<file path="config.mk">
export PLATFORM = sky130hd
export DESIGN_NAME = sigchain_cal_seq
export DESIGN_NICKNAME = d
export VERILOG_FILES = /design/src/rtl/scs_pkg.sv /design/src/rtl/scs_ctrl.sv /design/src/rtl/scs_datapath.sv /design/src/rtl/sigchain_cal_seq.sv
export SDC_FILE = /design/constraint.sdc
export NUM_CORES = 1
export LEC_CHECK = 0
export CAP_MARGIN = 20
export CORE_MARGIN = 3
export CORE_UTILIZATION = 45
export CTS_BUF_LIST = sky130_fd_sc_hd__clkbuf_16
export DETAILED_ROUTE_END_ITERATION = 7
export PLACE_DENSITY = 0.64
export RECOVER_POWER = 50
export SYNTH_ARGS = -nofsm -noshare
export SYNTH_HDL_FRONTEND = slang
export SYNTH_SLANG_ARGS = --single-unit
</file>
<file path="constraint.sdc">
create_clock -name clk -period 3.4 [get_ports clk]
set_input_delay 0.34 -clock clk [delete_from_list [all_inputs] [get_ports clk]]
set_output_delay 0.34 -clock clk [all_outputs]
set_load 0.03 [all_outputs]
</file>
<file path="src/rtl/scs_pkg.sv">
package scs_pkg;

  typedef enum logic [3:0] {
    ST_IDLE,
    ST_SETTLE,
    ST_AVG,
    ST_LATCH,
    ST_GOFF,
    ST_CHECK,
    ST_DIV,
    ST_WR_RATIO,
    ST_WR_OS,
    ST_AP_RD0,
    ST_AP_RD1,
    ST_AP_LDOS,
    ST_AP_WR
  } seqState_t;

  typedef enum logic [1:0] {
    STEP_REF  = 2'd0,
    STEP_ZERO = 2'd1,
    STEP_THRU = 2'd2
  } calStep_t;

  typedef struct packed {
    logic accClr;
    logic accEn;
    logic latchX;
    logic latchOs;
    logic latchY;
    logic divStart;
    logic ldRatio;
    logic ldOs;
  } dpStrobe_t;

endpackage

</file>
<file path="src/rtl/scs_ctrl.sv">
module scs_ctrl
  import scs_pkg::*;
#(
  parameter int SETTLE_N = 2,
  parameter int AVG_LOG2 = 4
) (
  input  logic      clk,
  input  logic      rstN,
  input  logic      startCal,
  input  logic      startApply,
  input  logic      adcValid,
  input  logic      ypPos,
  input  logic      divDone,
  output dpStrobe_t strobe,
  output logic      muxASel,
  output logic      muxBSel,
  output logic      gainCorrEn,
  output logic      busy,
  output logic      done,
  output logic      error,
  output logic      nvmWrEn,
  output logic      nvmWrSel,
  output logic      nvmRdEn,
  output logic      nvmRdSel,
  output logic      corrWr
);

  localparam int AVG_N = 1 << AVG_LOG2;
  localparam int MAX_N = (SETTLE_N > AVG_N) ? SETTLE_N : AVG_N;
  localparam int CNT_W = $clog2(MAX_N + 1);
  localparam logic [CNT_W-1:0] SETTLE_LAST = (SETTLE_N == 0) ? '0 : CNT_W'(SETTLE_N - 1);
  localparam logic [CNT_W-1:0] AVG_LAST = CNT_W'(AVG_N - 1);

  seqState_t state;
  calStep_t  step;
  logic [CNT_W-1:0] cnt;

  always_ff @(posedge clk) begin
    if (!rstN) begin
      state      <= ST_IDLE;
      step       <= STEP_REF;
      cnt        <= '0;
      muxASel    <= 1'b0;
      muxBSel    <= 1'b0;
      gainCorrEn <= 1'b0;
    end else begin
      case (state)
        ST_IDLE: begin
          cnt <= '0;
          if (startCal) begin
            step    <= STEP_REF;
            muxASel <= 1'b0;
            muxBSel <= 1'b0;
            state   <= ST_SETTLE;
          end else if (startApply) begin
            state <= ST_AP_RD0;
          end
        end
        ST_SETTLE: begin
          if (SETTLE_N == 0) begin
            state <= ST_AVG;
          end else if (adcValid) begin
            if (cnt == SETTLE_LAST) begin
              cnt   <= '0;
              state <= ST_AVG;
            end else begin
              cnt <= cnt + 1'b1;
            end
          end
        end
        ST_AVG: begin
          if (adcValid) begin
            if (cnt == AVG_LAST) begin
              cnt   <= '0;
              state <= ST_LATCH;
            end else begin
              cnt <= cnt + 1'b1;
            end
          end
        end
        ST_LATCH: begin
          case (step)
            STEP_REF: begin
              step    <= STEP_ZERO;
              muxASel <= 1'b1;
              muxBSel <= 1'b1;
              state   <= ST_SETTLE;
            end
            STEP_ZERO: begin
              gainCorrEn <= 1'b0;
              state      <= ST_GOFF;
            end
            default: state <= ST_CHECK;
          endcase
        end
        ST_GOFF: begin
          step    <= STEP_THRU;
          muxASel <= 1'b0;
          muxBSel <= 1'b1;
          state   <= ST_SETTLE;
        end
        ST_CHECK: begin
          if (ypPos) begin
            state <= ST_DIV;
          end else begin
            muxASel <= 1'b0;
            muxBSel <= 1'b0;
            state   <= ST_IDLE;
          end
        end
        ST_DIV:      if (divDone) state <= ST_WR_RATIO;
        ST_WR_RATIO: state <= ST_WR_OS;
        ST_WR_OS: begin
          muxASel <= 1'b0;
          muxBSel <= 1'b0;
          state   <= ST_IDLE;
        end
        ST_AP_RD0:  state <= ST_AP_RD1;
        ST_AP_RD1:  state <= ST_AP_LDOS;
        ST_AP_LDOS: state <= ST_AP_WR;
        ST_AP_WR: begin
          gainCorrEn <= 1'b1;
          state      <= ST_IDLE;
        end
        default: state <= ST_IDLE;
      endcase
    end
  end

  always_comb begin
    strobe          = '0;
    strobe.accClr   = (state == ST_IDLE) || (state == ST_LATCH);
    strobe.accEn    = (state == ST_AVG) && adcValid;
    strobe.latchX   = (state == ST_LATCH) && (step == STEP_REF);
    strobe.latchOs  = (state == ST_LATCH) && (step == STEP_ZERO);
    strobe.latchY   = (state == ST_LATCH) && (step == STEP_THRU);
    strobe.divStart = (state == ST_CHECK) && ypPos;
    strobe.ldRatio  = (state == ST_AP_RD1);
    strobe.ldOs     = (state == ST_AP_LDOS);
  end

  assign busy     = (state != ST_IDLE);
  assign done     = (state == ST_WR_OS) || (state == ST_AP_WR);
  assign error    = (state == ST_CHECK) && !ypPos;
  assign nvmWrEn  = (state == ST_WR_RATIO) || (state == ST_WR_OS);
  assign nvmWrSel = (state == ST_WR_OS);
  assign nvmRdEn  = (state == ST_AP_RD0) || (state == ST_AP_RD1);
  assign nvmRdSel = (state == ST_AP_RD1);
  assign corrWr   = (state == ST_AP_WR);

  AST_IDLE_QUIET: assert property (@(posedge clk) disable iff (!rstN)
    !busy |-> (!nvmWrEn && !corrWr && !muxASel && !muxBSel));
  AST_GAIN_OFF_THRU: assert property (@(posedge clk) disable iff (!rstN)
    ($fell(muxASel) && muxBSel) |-> (!gainCorrEn && !$past(gainCorrEn)));
  AST_ENABLE_AFTER_APPLY: assert property (@(posedge clk) disable iff (!rstN)
    corrWr |=> gainCorrEn);
  AST_DONE_PULSE: assert property (@(posedge clk) disable iff (!rstN)
    done |=> !done);

endmodule

</file>
<file path="src/rtl/scs_datapath.sv">
module scs_datapath
  import scs_pkg::*;
#(
  parameter int ADC_W      = 16,
  parameter int AVG_LOG2   = 4,
  parameter int IDEAL_GAIN = 24,
  parameter int IDEAL_W    = 8,
  parameter int OFS_W      = 24,
  parameter int GAIN_W     = 16
) (
  input  logic                    clk,
  input  logic                    rstN,
  input  dpStrobe_t               strobe,
  input  logic signed [ADC_W-1:0] adcData,
  input  logic [OFS_W-1:0]        nvmRdData,
  input  logic [OFS_W-1:0]        corrOffsetIn,
  output logic                    ypPos,
  output logic                    divDone,
  output logic [GAIN_W-1:0]       calRatio,
  output logic [OFS_W-1:0]        calOs,
  output logic [GAIN_W-1:0]       applyGain,
  output logic [OFS_W-1:0]        applyOffset
);

  localparam int ACC_W  = ADC_W + AVG_LOG2;
  localparam int DEN_W  = ADC_W + 1;
  localparam int FRAC_W = GAIN_W - 1;
  localparam int NUM_W  = IDEAL_W + ADC_W + FRAC_W;
  localparam int DCNT_W = $clog2(NUM_W + 1);

  // averaging accumulator
  logic signed [ACC_W-1:0] acc;
  logic signed [ACC_W-1:0] sampleExt;
  logic signed [ADC_W-1:0] avgVal;

  assign sampleExt = {{AVG_LOG2{adcData[ADC_W-1]}}, adcData};
  assign avgVal    = acc[ADC_W+AVG_LOG2-1:AVG_LOG2];

  always_ff @(posedge clk) begin
    if (!rstN || strobe.accClr) acc <= '0;
    else if (strobe.accEn)      acc <= acc + sampleExt;
  end

  // captured readings
  logic signed [ADC_W-1:0] xReg, osReg, yReg;

  always_ff @(posedge clk) begin
    if (!rstN) begin
      xReg  <= '0;
      osReg <= '0;
      yReg  <= '0;
    end else begin
      if (strobe.latchX)  xReg  <= avgVal;
      if (strobe.latchOs) osReg <= avgVal;
      if (strobe.latchY)  yReg  <= avgVal;
    end
  end

  logic signed [DEN_W-1:0] yPrime;
  assign yPrime = {yReg[ADC_W-1], yReg} - {osReg[ADC_W-1], osReg};
  assign ypPos  = !yPrime[DEN_W-1] && (|yPrime);

  // numerator IDEAL_GAIN * X scaled by 2^FRAC_W, zero for non-positive X
  logic             xPos;
  logic [NUM_W-1:0] xMag, numStart;
  assign xPos     = !xReg[ADC_W-1] && (|xReg);
  assign xMag     = NUM_W'(xReg[ADC_W-2:0]);
  assign numStart = xPos ? ((NUM_W'(IDEAL_GAIN) * xMag) << FRAC_W) : '0;

  // restoring divider, one quotient bit per cycle
  logic [NUM_W-1:0]  numSh, quo;
  logic [DEN_W-1:0]  rem, den;
  logic [DCNT_W-1:0] divCnt;
  logic              divActive;
  logic [DEN_W:0]    remTry;
  logic              qBit;
  logic [DEN_W-1:0]  remNext;

  assign remTry  = {rem, numSh[NUM_W-1]};
  assign qBit    = (remTry >= {1'b0, den});
  assign remNext = qBit ? DEN_W'(remTry - {1'b0, den}) : remTry[DEN_W-1:0];

  always_ff @(posedge clk) begin
    if (!rstN) begin
      numSh     <= '0;
      quo       <= '0;
      rem       <= '0;
      den       <= '0;
      divCnt    <= '0;
      divActive <= 1'b0;
      divDone   <= 1'b0;
    end else begin
      divDone <= 1'b0;
      if (strobe.divStart) begin
        numSh     <= numStart;
        quo       <= '0;
        rem       <= '0;
        den       <= yPrime;
        divCnt    <= DCNT_W'(NUM_W);
        divActive <= 1'b1;
      end else if (divActive) begin
        numSh  <= numSh << 1;
        quo    <= {quo[NUM_W-2:0], qBit};
        rem    <= remNext;
        divCnt <= divCnt - 1'b1;
        if (divCnt == DCNT_W'(1)) begin
          divActive <= 1'b0;
          divDone   <= 1'b1;
        end
      end
    end
  end

  assign calRatio = (|quo[NUM_W-1:GAIN_W]) ? '1 : quo[GAIN_W-1:0];
  assign calOs    = OFS_W'(osReg);

  // apply path
  logic [GAIN_W-1:0] ratioApply;
  logic [OFS_W-1:0]  osApply;

  always_ff @(posedge clk) begin
    if (!rstN) begin
      ratioApply <= '0;
      osApply    <= '0;
    end else begin
      if (strobe.ldRatio) ratioApply <= nvmRdData[GAIN_W-1:0];
      if (strobe.ldOs)    osApply    <= nvmRdData;
    end
  end

  assign applyGain   = ratioApply;
  assign applyOffset = corrOffsetIn + osApply;

  AST_OPERANDS_FROZEN: assert property (@(posedge clk) disable iff (!rstN)
    divActive |-> !(strobe.latchX || strobe.latchOs || strobe.latchY));

endmodule

</file>
<file path="src/rtl/sigchain_cal_seq.sv">
module sigchain_cal_seq
  import scs_pkg::*;
#(
  parameter int ADC_W      = 16,
  parameter int AVG_LOG2   = 4,
  parameter int SETTLE_N   = 2,
  parameter int IDEAL_GAIN = 24,
  parameter int IDEAL_W    = 8,
  parameter int OFS_W      = 24,
  parameter int NVM_AW     = 4,
  parameter int RATIO_ADDR = 0,
  parameter int OS_ADDR    = 1
) (
  input  logic                    clk,
  input  logic                    rstN,
  input  logic                    startCal,
  input  logic                    startApply,
  input  logic                    adcValid,
  input  logic signed [ADC_W-1:0] adcData,
  output logic                    muxASel,
  output logic                    muxBSel,
  output logic                    gainCorrEn,
  output logic                    nvmWrEn,
  output logic [NVM_AW-1:0]       nvmWrAddr,
  output logic [OFS_W-1:0]        nvmWrData,
  output logic                    nvmRdEn,
  output logic [NVM_AW-1:0]       nvmRdAddr,
  input  logic [OFS_W-1:0]        nvmRdData,
  input  logic [OFS_W-1:0]        corrOffsetIn,
  output logic                    corrWr,
  output logic [15:0]             corrGain,
  output logic [3:0]              corrValidBits,
  output logic [OFS_W-1:0]        corrOffsetOut,
  output logic                    busy,
  output logic                    done,
  output logic                    error
);

  localparam int GAIN_W = 16;
  localparam logic [NVM_AW-1:0] A_RATIO = NVM_AW'(RATIO_ADDR);
  localparam logic [NVM_AW-1:0] A_OS    = NVM_AW'(OS_ADDR);

  dpStrobe_t         strobe;
  logic              ypPos, divDone, nvmWrSel, nvmRdSel;
  logic [GAIN_W-1:0] calRatio;
  logic [OFS_W-1:0]  calOs;

  scs_ctrl #(
    .SETTLE_N (SETTLE_N),
    .AVG_LOG2 (AVG_LOG2)
  ) u_ctrl (
    .clk        (clk),
    .rstN       (rstN),
    .startCal   (startCal),
    .startApply (startApply),
    .adcValid   (adcValid),
    .ypPos      (ypPos),
    .divDone    (divDone),
    .strobe     (strobe),
    .muxASel    (muxASel),
    .muxBSel    (muxBSel),
    .gainCorrEn (gainCorrEn),
    .busy       (busy),
    .done       (done),
    .error      (error),
    .nvmWrEn    (nvmWrEn),
    .nvmWrSel   (nvmWrSel),
    .nvmRdEn    (nvmRdEn),
    .nvmRdSel   (nvmRdSel),
    .corrWr     (corrWr)
  );

  scs_datapath #(
    .ADC_W      (ADC_W),
    .AVG_LOG2   (AVG_LOG2),
    .IDEAL_GAIN (IDEAL_GAIN),
    .IDEAL_W    (IDEAL_W),
    .OFS_W      (OFS_W),
    .GAIN_W     (GAIN_W)
  ) u_dp (
    .clk          (clk),
    .rstN         (rstN),
    .strobe       (strobe),
    .adcData      (adcData),
    .nvmRdData    (nvmRdData),
    .corrOffsetIn (corrOffsetIn),
    .ypPos        (ypPos),
    .divDone      (divDone),
    .calRatio     (calRatio),
    .calOs        (calOs),
    .applyGain    (corrGain),
    .applyOffset  (corrOffsetOut)
  );

  assign nvmWrAddr     = nvmWrSel ? A_OS : A_RATIO;
  assign nvmWrData     = nvmWrSel ? calOs : OFS_W'(calRatio);
  assign nvmRdAddr     = nvmRdSel ? A_OS : A_RATIO;
  assign corrValidBits = 4'(GAIN_W - 1);

endmodule

</file>
==> results_dict.tcl, run 1 <==
set metrics [dict create \
    ys_seq_area_share_pct 33.36 \
    die_y_um 178.8 \
    insertion_delay_ns 0.54 \
    finalHoldViolations 0 \
    post_synth.cell_area_avg_um2 7.793 \
    fin_crit_ns 3.652 \
    ff_latch_area_um2 4501 \
    netlist_area_um2 13440 \
    post-synth-top-count-cell "nand2_1" \
    rows 62 \
    start_util_pct 46.21 \
    wl_mm 36.57 \
    maxCapViolCount 1 \
    synth-seq-cells 224 \
    dr.max_layer_used "met4" \
    area_growth_syn_to_layout_pct 27.69 \
    power.switching_mw 1.971 \
    cts_tree "yes" \
    synthCells 1725 \
    antenna_cells 0 \
    crit_path_start_kind "flip-flop" \
    yosysTopAreaCell "dfxtp_1" \
    intPower_mw 4.580 \
    synth_edf_count 0 \
    die_x_um 178.8 \
    wl_met2_mm 16.84 \
    cts_root_buffer "clkbuf_16" \
    fmax_mhz 273.8 \
    maxSlewViolCount 129 \
    hp-class "in2reg" \
    status "complete, but fails checks" \
    antenna_found_initial 0 \
    grt_pass1_wl_mm 56.76 \
    critPathCaptureType "output pin" \
    htreeDepth 1 \
    grt_max_degree 129 \
    avgViaCountPerCell 5.398 \
    holdWs_ns 0.3776 \
    ys_warn_count 0 \
    comb_power_share_pct 20.6 \
    peakVddDrop_uv 338.1 \
    finalSetupViolations 9 \
    grt_pass1_vias 11477 \
    drtIter0Drc 738 \
    drt-met1-wl_mm 16.90 \
    post-route-drc-count 0 \
    fin_nets 2086 \
    synthArstFlopShare_pct 0 \
    first_pass_iters 5 \
    routabilityCongestion 0.8810 \
    wl_per_cell_um 15.83 \
    num_vias 12469 \
    numCtsBuffers 26 \
    rsz0062_at_grt "true" \
    power_density_nw_per_um2 381.7 \
    die_area_um2 31980 \
    fill_cells 2659 \
    power.leakage_nw 6.729 \
    seq_power_share_pct 41.1 \
    io_pins 154 \
    worst_pin_slew_ns 2.729 \
    clock_power_share_pct 38.3 \
    cts_sinks 224 \
    dp_hpwl_mm 25.09 \
    multiInputGateArea_um2 8765 \
    switching_share_pct 30.08 \
    drt.antenna.violating_nets 0 \
    drive_gt1_share_pct 14.59 \
    core_area_um2 29090 \
    min_period_over_period_pct 107.4 \
    grt_usage_pct 21.23 \
    relSlewSlack_pct -81.95 \
    yosys-top-cells-area "dfxtp_1 (33%), ha_1 (9.7%), a21oi_1 (8.2%), nand2_1 (7.3%), mux2i_1 (5.6%)" \
    crit_type "reg2out" \
    timing.setup.tns_ns -0.3924 \
    finalClockSkew_ns 0.01197 \
    ys_types 71 \
    wl_met3_mm 1.739 \
    clk_pin_slew_ns 0.06 \
    synth_commonest_cells "nand2_1 (262), dfxtp_1 (224), a21oi_1 (219), nor2_1 (166), ha_1 (104)" \
    setup_ws_ns -0.2522 \
    port_buffers 143 \
    gr-total-overflow 0 \
    worstPathArrival_ns 3.31 \
    required_ns 3.06 \
    violations "capacitance limit, slew limit, setup timing" \
    synthFlopType "dfxtp_1" \
    yosysTopAreaCellShare_pct 33.36 \
    cp_max_fo 3 \
    clock_path_buffers 3 \
]
## worst paths after layout
path / slack [ns] / end / depth (start not counted) / startpoint
setup / recovery: -0.25 / error / 13 / u_dp.yReg[0]
hold / removal: 0.38 / u_dp.osApply[21] / 3 / nvmRdData[21]
hold reg to reg: 0.45 / u_dp.applyGain[8] / 2 / u_dp.applyGain[8]
setup reg to reg: -0.05 / u_dp.rem[13] / 17 / u_dp.yReg[0]
## cells in the final DEF (no fill, tap or decap), types with 7 or more instances in the layout
cell type,netlist,routed
nor2b_1,15,10
dfxtp_1,224,213
nand3_1,34,33
xnor2_1,39,38
dfxtp_2,0,10
a21oi_2,1,10
a31oi_1,11,10
a211oi_1,26,9
o211ai_1,10,10
a211oi_2,0,16
a21o_1,22,22
buf_6,5,9
clkdlybuf4s50_1,0,105
nor3_1,35,34
mux2i_1,75,74
o21bai_1,9,9
inv_1,87,86
o21ai_0,71,61
xor2_1,22,21
nand2_1,262,261
or3_1,15,12
conb_1,2,10
buf_4,21,90
dlygate4sd3_1,0,21
a21oi_1,219,208
nor4_1,11,8
o21ai_2,0,8
clkinv_1,2,12
o31ai_1,14,11
nor2_1,166,143
o22ai_1,7,7
nand2b_1,17,17
nand4_1,16,16
clkbuf_16,0,32
o21a_1,18,17
ha_1,104,94
ha_4,0,10
nor2_2,0,23
## area by class of cell
cell class                 instances  share of cell area [%]
timing repair buffer             243                   13.54
multi-input combinational       1324                   51.06
clock inverter                    19                  0.4738
tap                              384                   2.799
clock buffer                      27                   3.936
sequential                       224                   26.22
inverter                          89                   1.968
## power groups by stage
stage               clock, mW  sequential [mW]  combinational (mW)
global route             2.67             2.70                1.47
finish                   2.51             2.69                1.35
global placement            0             2.75                1.29
detailed placement          0             2.75                1.30
floorplan                   0             2.76               0.824
CTS                      2.57             2.69                1.31
## what timing repair did
item                       4_1_cts  5_1_grt
setup endpoints to repair       13      117
setup buffers                   17       19
hold buffers                     0        0
pin swaps                       40       30
gates resized for setup         68      100
cloned                           0        9
## routing by layer
| layer | vias up | GRT usage, % |
|---|---|---|
| met5 | - | 0 |
| li1 | 6371 | - |
| met4 | 0 | 6.071 |
| met2 | 272 | 35.71 |
| met3 | 69 | 2.647 |
| met1 | 5757 | 28.62 |
## worst max-delay path, cell delays in order, from the launching register on
cell and delay, ns:
dfxtp_2 0.34, inv_2 0.04, ha_4 0.15, fa_2 0.37, nor2b_4 0.15, o211ai_1 0.14, a21o_1 0.25, a21oi_2 0.21
xor2_2 0.12, nor4_2 0.32, and4b_2 0.35, nor2_2 0.05, nor3_2 0.10, buf_4 0.18
## cells by family after synthesis
family / synth area share [%]
compound gates: 20.23
xor+xnor: 3.974
fa+ha+maj: 10.42
buf+inv: 6.087
flops: 33.36
mux: 5.585
other cells: 0.05587
simple gates: 20.29
## state kept, by name (all words and copies together), names as in the netlist, 6 cells and up
register,count
u_dp.quo,39
u_dp.applyGain,16
u_dp.acc,20
u_dp.xReg,16
u_dp.osReg,16
u_dp.den,17
u_dp.rem,17
u_dp.osApply,24
u_dp.yReg,16
u_dp.divCnt,6
u_dp.numSh,21
## per-stage QoR
step / util, % / power, mW / area, um^2 / setup slack [ns] / std cells
global route: 59.01 / 6.847 / 17170 / -0.3814 / 2310
CTS: 56.81 / 6.580 / 16530 / -0.2125 / 2289
finish: 59.01 / 6.551 / 17170 / -0.2522 / 2310
detailed placement: 52.91 / 4.050 / 15390 / -0.5005 / 2226
global placement: 52.91 / 4.039 / 15390 / -0.3934 / 2226
floorplan: - / 3.579 / 13480 / 0.03170 / 1733
Power figures use the tool's default switching activity.
==> inputs of run 2 (changes only) <==
--- a/config.mk
+++ b/config.mk
@@ -7,10 +7,11 @@
 export LEC_CHECK = 0
 export CAP_MARGIN = 20
 export CORE_MARGIN = 3
-export CORE_UTILIZATION = 45
+export CORE_UTILIZATION = 40
 export CTS_BUF_LIST = sky130_fd_sc_hd__clkbuf_16
 export DETAILED_ROUTE_END_ITERATION = 7
-export PLACE_DENSITY = 0.64
+export MAX_ROUTING_LAYER = met4
+export PLACE_DENSITY = 0.58
 export RECOVER_POWER = 50
 export SYNTH_ARGS = -nofsm -noshare
 export SYNTH_HDL_FRONTEND = slang
==> results_dict.tcl, run 2 (synthesis results as in run 1) <==
set metrics [dict create \
    regMostFlops "u_dp.quo" \
    worstRegToRegCells 14 \
    clock_path_buffers 3 \
    required_ns 3.06 \
    hp-class "in2reg" \
    post-route-drc-count 0 \
    start_util_pct 40.90 \
    switching_share_pct 29.30 \
    min_period_over_period_pct 111.6 \
    seq_power_share_pct 39.5 \
    clock_power_share_pct 41.2 \
    die_y_um 189.3 \
    cts_sinks 224 \
    power.switching_mw 1.999 \
    rows 66 \
    grt_max_degree 72 \
    final_cell_mix "nand2_1 (262), dfxtp_1 (214), a21oi_1 (212)" \
    finalHoldViolations 0 \
    worstPathArrival_ns 3.45 \
    rsz0062_at_grt "true" \
    maxSlewViolCount 0 \
    fill_cells 3202 \
    cts_hold_buffers 0 \
    routabilityCongestion 0.8896 \
    finalSetupViolations 2 \
    r2r-start "u_dp.osReg[1]" \
    core_area_um2 32870 \
    insertion_delay_ns 0.54 \
    comb_power_share_pct 19.3 \
    dp_hpwl_mm 25.77 \
    worstSetupEndpoint "error" \
    setup_ws_ns -0.3929 \
    maxCapViolCount 0 \
    wl_per_cell_um 15.00 \
    io_pins 154 \
    critical_path.startpoint "u_dp.osReg[1]" \
    largest_reg_flops 39 \
    area_growth_syn_to_layout_pct 26.14 \
    relSlewSlack_pct 21.63 \
    power.leakage_nw 6.632 \
    gr-total-overflow 0 \
    clk_pin_slew_ns 0.06 \
    fin_crit_ns 3.793 \
    antenna_found_initial 0 \
    grt_pass1_vias 11333 \
    timing.rr.end "u_dp.rem[10]" \
    avgViaCountPerCell 5.163 \
    grt_pass1_wl_mm 57.90 \
    worst_pin_slew_ns 1.176 \
    cts_root_buffer "clkbuf_16" \
    antenna_cells 0 \
    final_common_cell "nand2_1" \
    finalClockSkew_ns 0.01944 \
    fin_nets 2069 \
    drtIter0Drc 552 \
    critPathCaptureType "output pin" \
    peakVddDrop_uv 313.3 \
    first_pass_iters 4 \
    power_density_nw_per_um2 402.3 \
    die_x_um 189.3 \
    die_area_um2 35840 \
    cts_tree "yes" \
    num_vias 12148 \
    crit_type "reg2out" \
    numCtsBuffers 28 \
    reg_top3 "u_dp.quo: 39 flops, u_dp.osApply: 24 flops, u_dp.numSh: 21 flops" \
    fmax_mhz 263.7 \
    drive_gt1_share_pct 11.62 \
    crit_path_start_kind "flip-flop" \
    htreeDepth 1 \
    intPower_mw 4.822 \
    drt.antenna.violating_nets 0 \
    wl_mm 35.29 \
    status "complete, but fails checks" \
    port_buffers 143 \
    power.total_mw 6.821 \
    regToRegSetupSlack_ns 0.08 \
    pre_cts_slack_ns -0.5127 \
    violations "setup timing" \
    grt_usage_pct 19.57 \
    cp_max_fo 4 \
]
==> run 2: per-layer routing <==
metal  GRT usage [%]  up-vias  part of all wire [%]
li1                -     6332                     -
met1           26.48     5597                    49
met2           32.12      176                    47
met3           1.981       43                   2.9
met4           3.838        0                   1.8
met5               -        -                     0
==> run 2: worst min path at each step <==
stage	endpoint	depth (start not counted)	slack [ns]	startpoint
finish	u_dp.osApply[23]	3	0.37	nvmRdData[23]
global route	u_dp.osApply[22]	3	0.37	nvmRdData[22]
CTS	u_dp.osApply[23]	3	0.34	nvmRdData[23]
detailed placement	u_dp.den[16]	2	0.45	u_dp.den[16]
global placement	u_dp.den[16]	2	0.44	u_dp.den[16]
floorplan	u_dp.den[16]	2	0.42	u_dp.den[16]
==> run 2: layout make-up <==
class                   instances  area, um^2  share of cell area, %
flip-flops and latches        224        4504                  26.56
well taps                     442       553.0                  3.262
inverters                      89       336.6                  1.985
multi-input cells            1324        8588                  50.65
clock inverters                21       146.4                 0.8633
clock buffers                  29       725.7                  4.280
repair buffers                224        2102                  12.40
==> run 2: worst max-delay path: stages, from the launching register on <==
cell and delay, ns:
dfxtp_4 0.36, inv_1 0.06, ha_1 0.29, nor2b_1 0.16, o21a_1 0.18, or3_1 0.34
a221oi_2 0.28, nand4_1 0.17, nor4_4 0.26, and4b_2 0.36, nor2_2 0.05, nor3_2 0.20
clkbuf_16 0.19
==> run 2: timing repair <==
item                       in CTS  in global routing
resized for setup              42                 57
cloned                          0                  1
buffers inserted                7                  5
pin swaps                      28                 34
setup endpoints to repair      19                 96
==> run 2: stage by stage <==
stage / cells / cell area [um^2] / hold WS, ns / util [%] / TNS (ns)
after floorplan: 1733 / 13480 / 0.4212 / - / 0
after global placement: 2289 / 15520 / 0.4382 / 47.23 / -1.293
after detailed placement: 2289 / 15520 / 0.4463 / 47.23 / -1.865
after CTS: 2346 / 16600 / 0.3429 / 50.50 / -0.4846
after global routing: 2353 / 16960 / 0.3732 / 51.59 / -1.512
final: 2353 / 16960 / 0.3712 / 51.59 / -0.4526
==> run 2: power by group through the flow <==
stage	Clock (mW)	Sequential (mW)	Combinational (mW)
finish	2.81	2.69	1.32
global route	2.99	2.70	1.44
CTS	2.89	2.69	1.32
detailed placement	0	2.75	1.31
global placement	0	2.75	1.31
floorplan	0	2.76	0.824
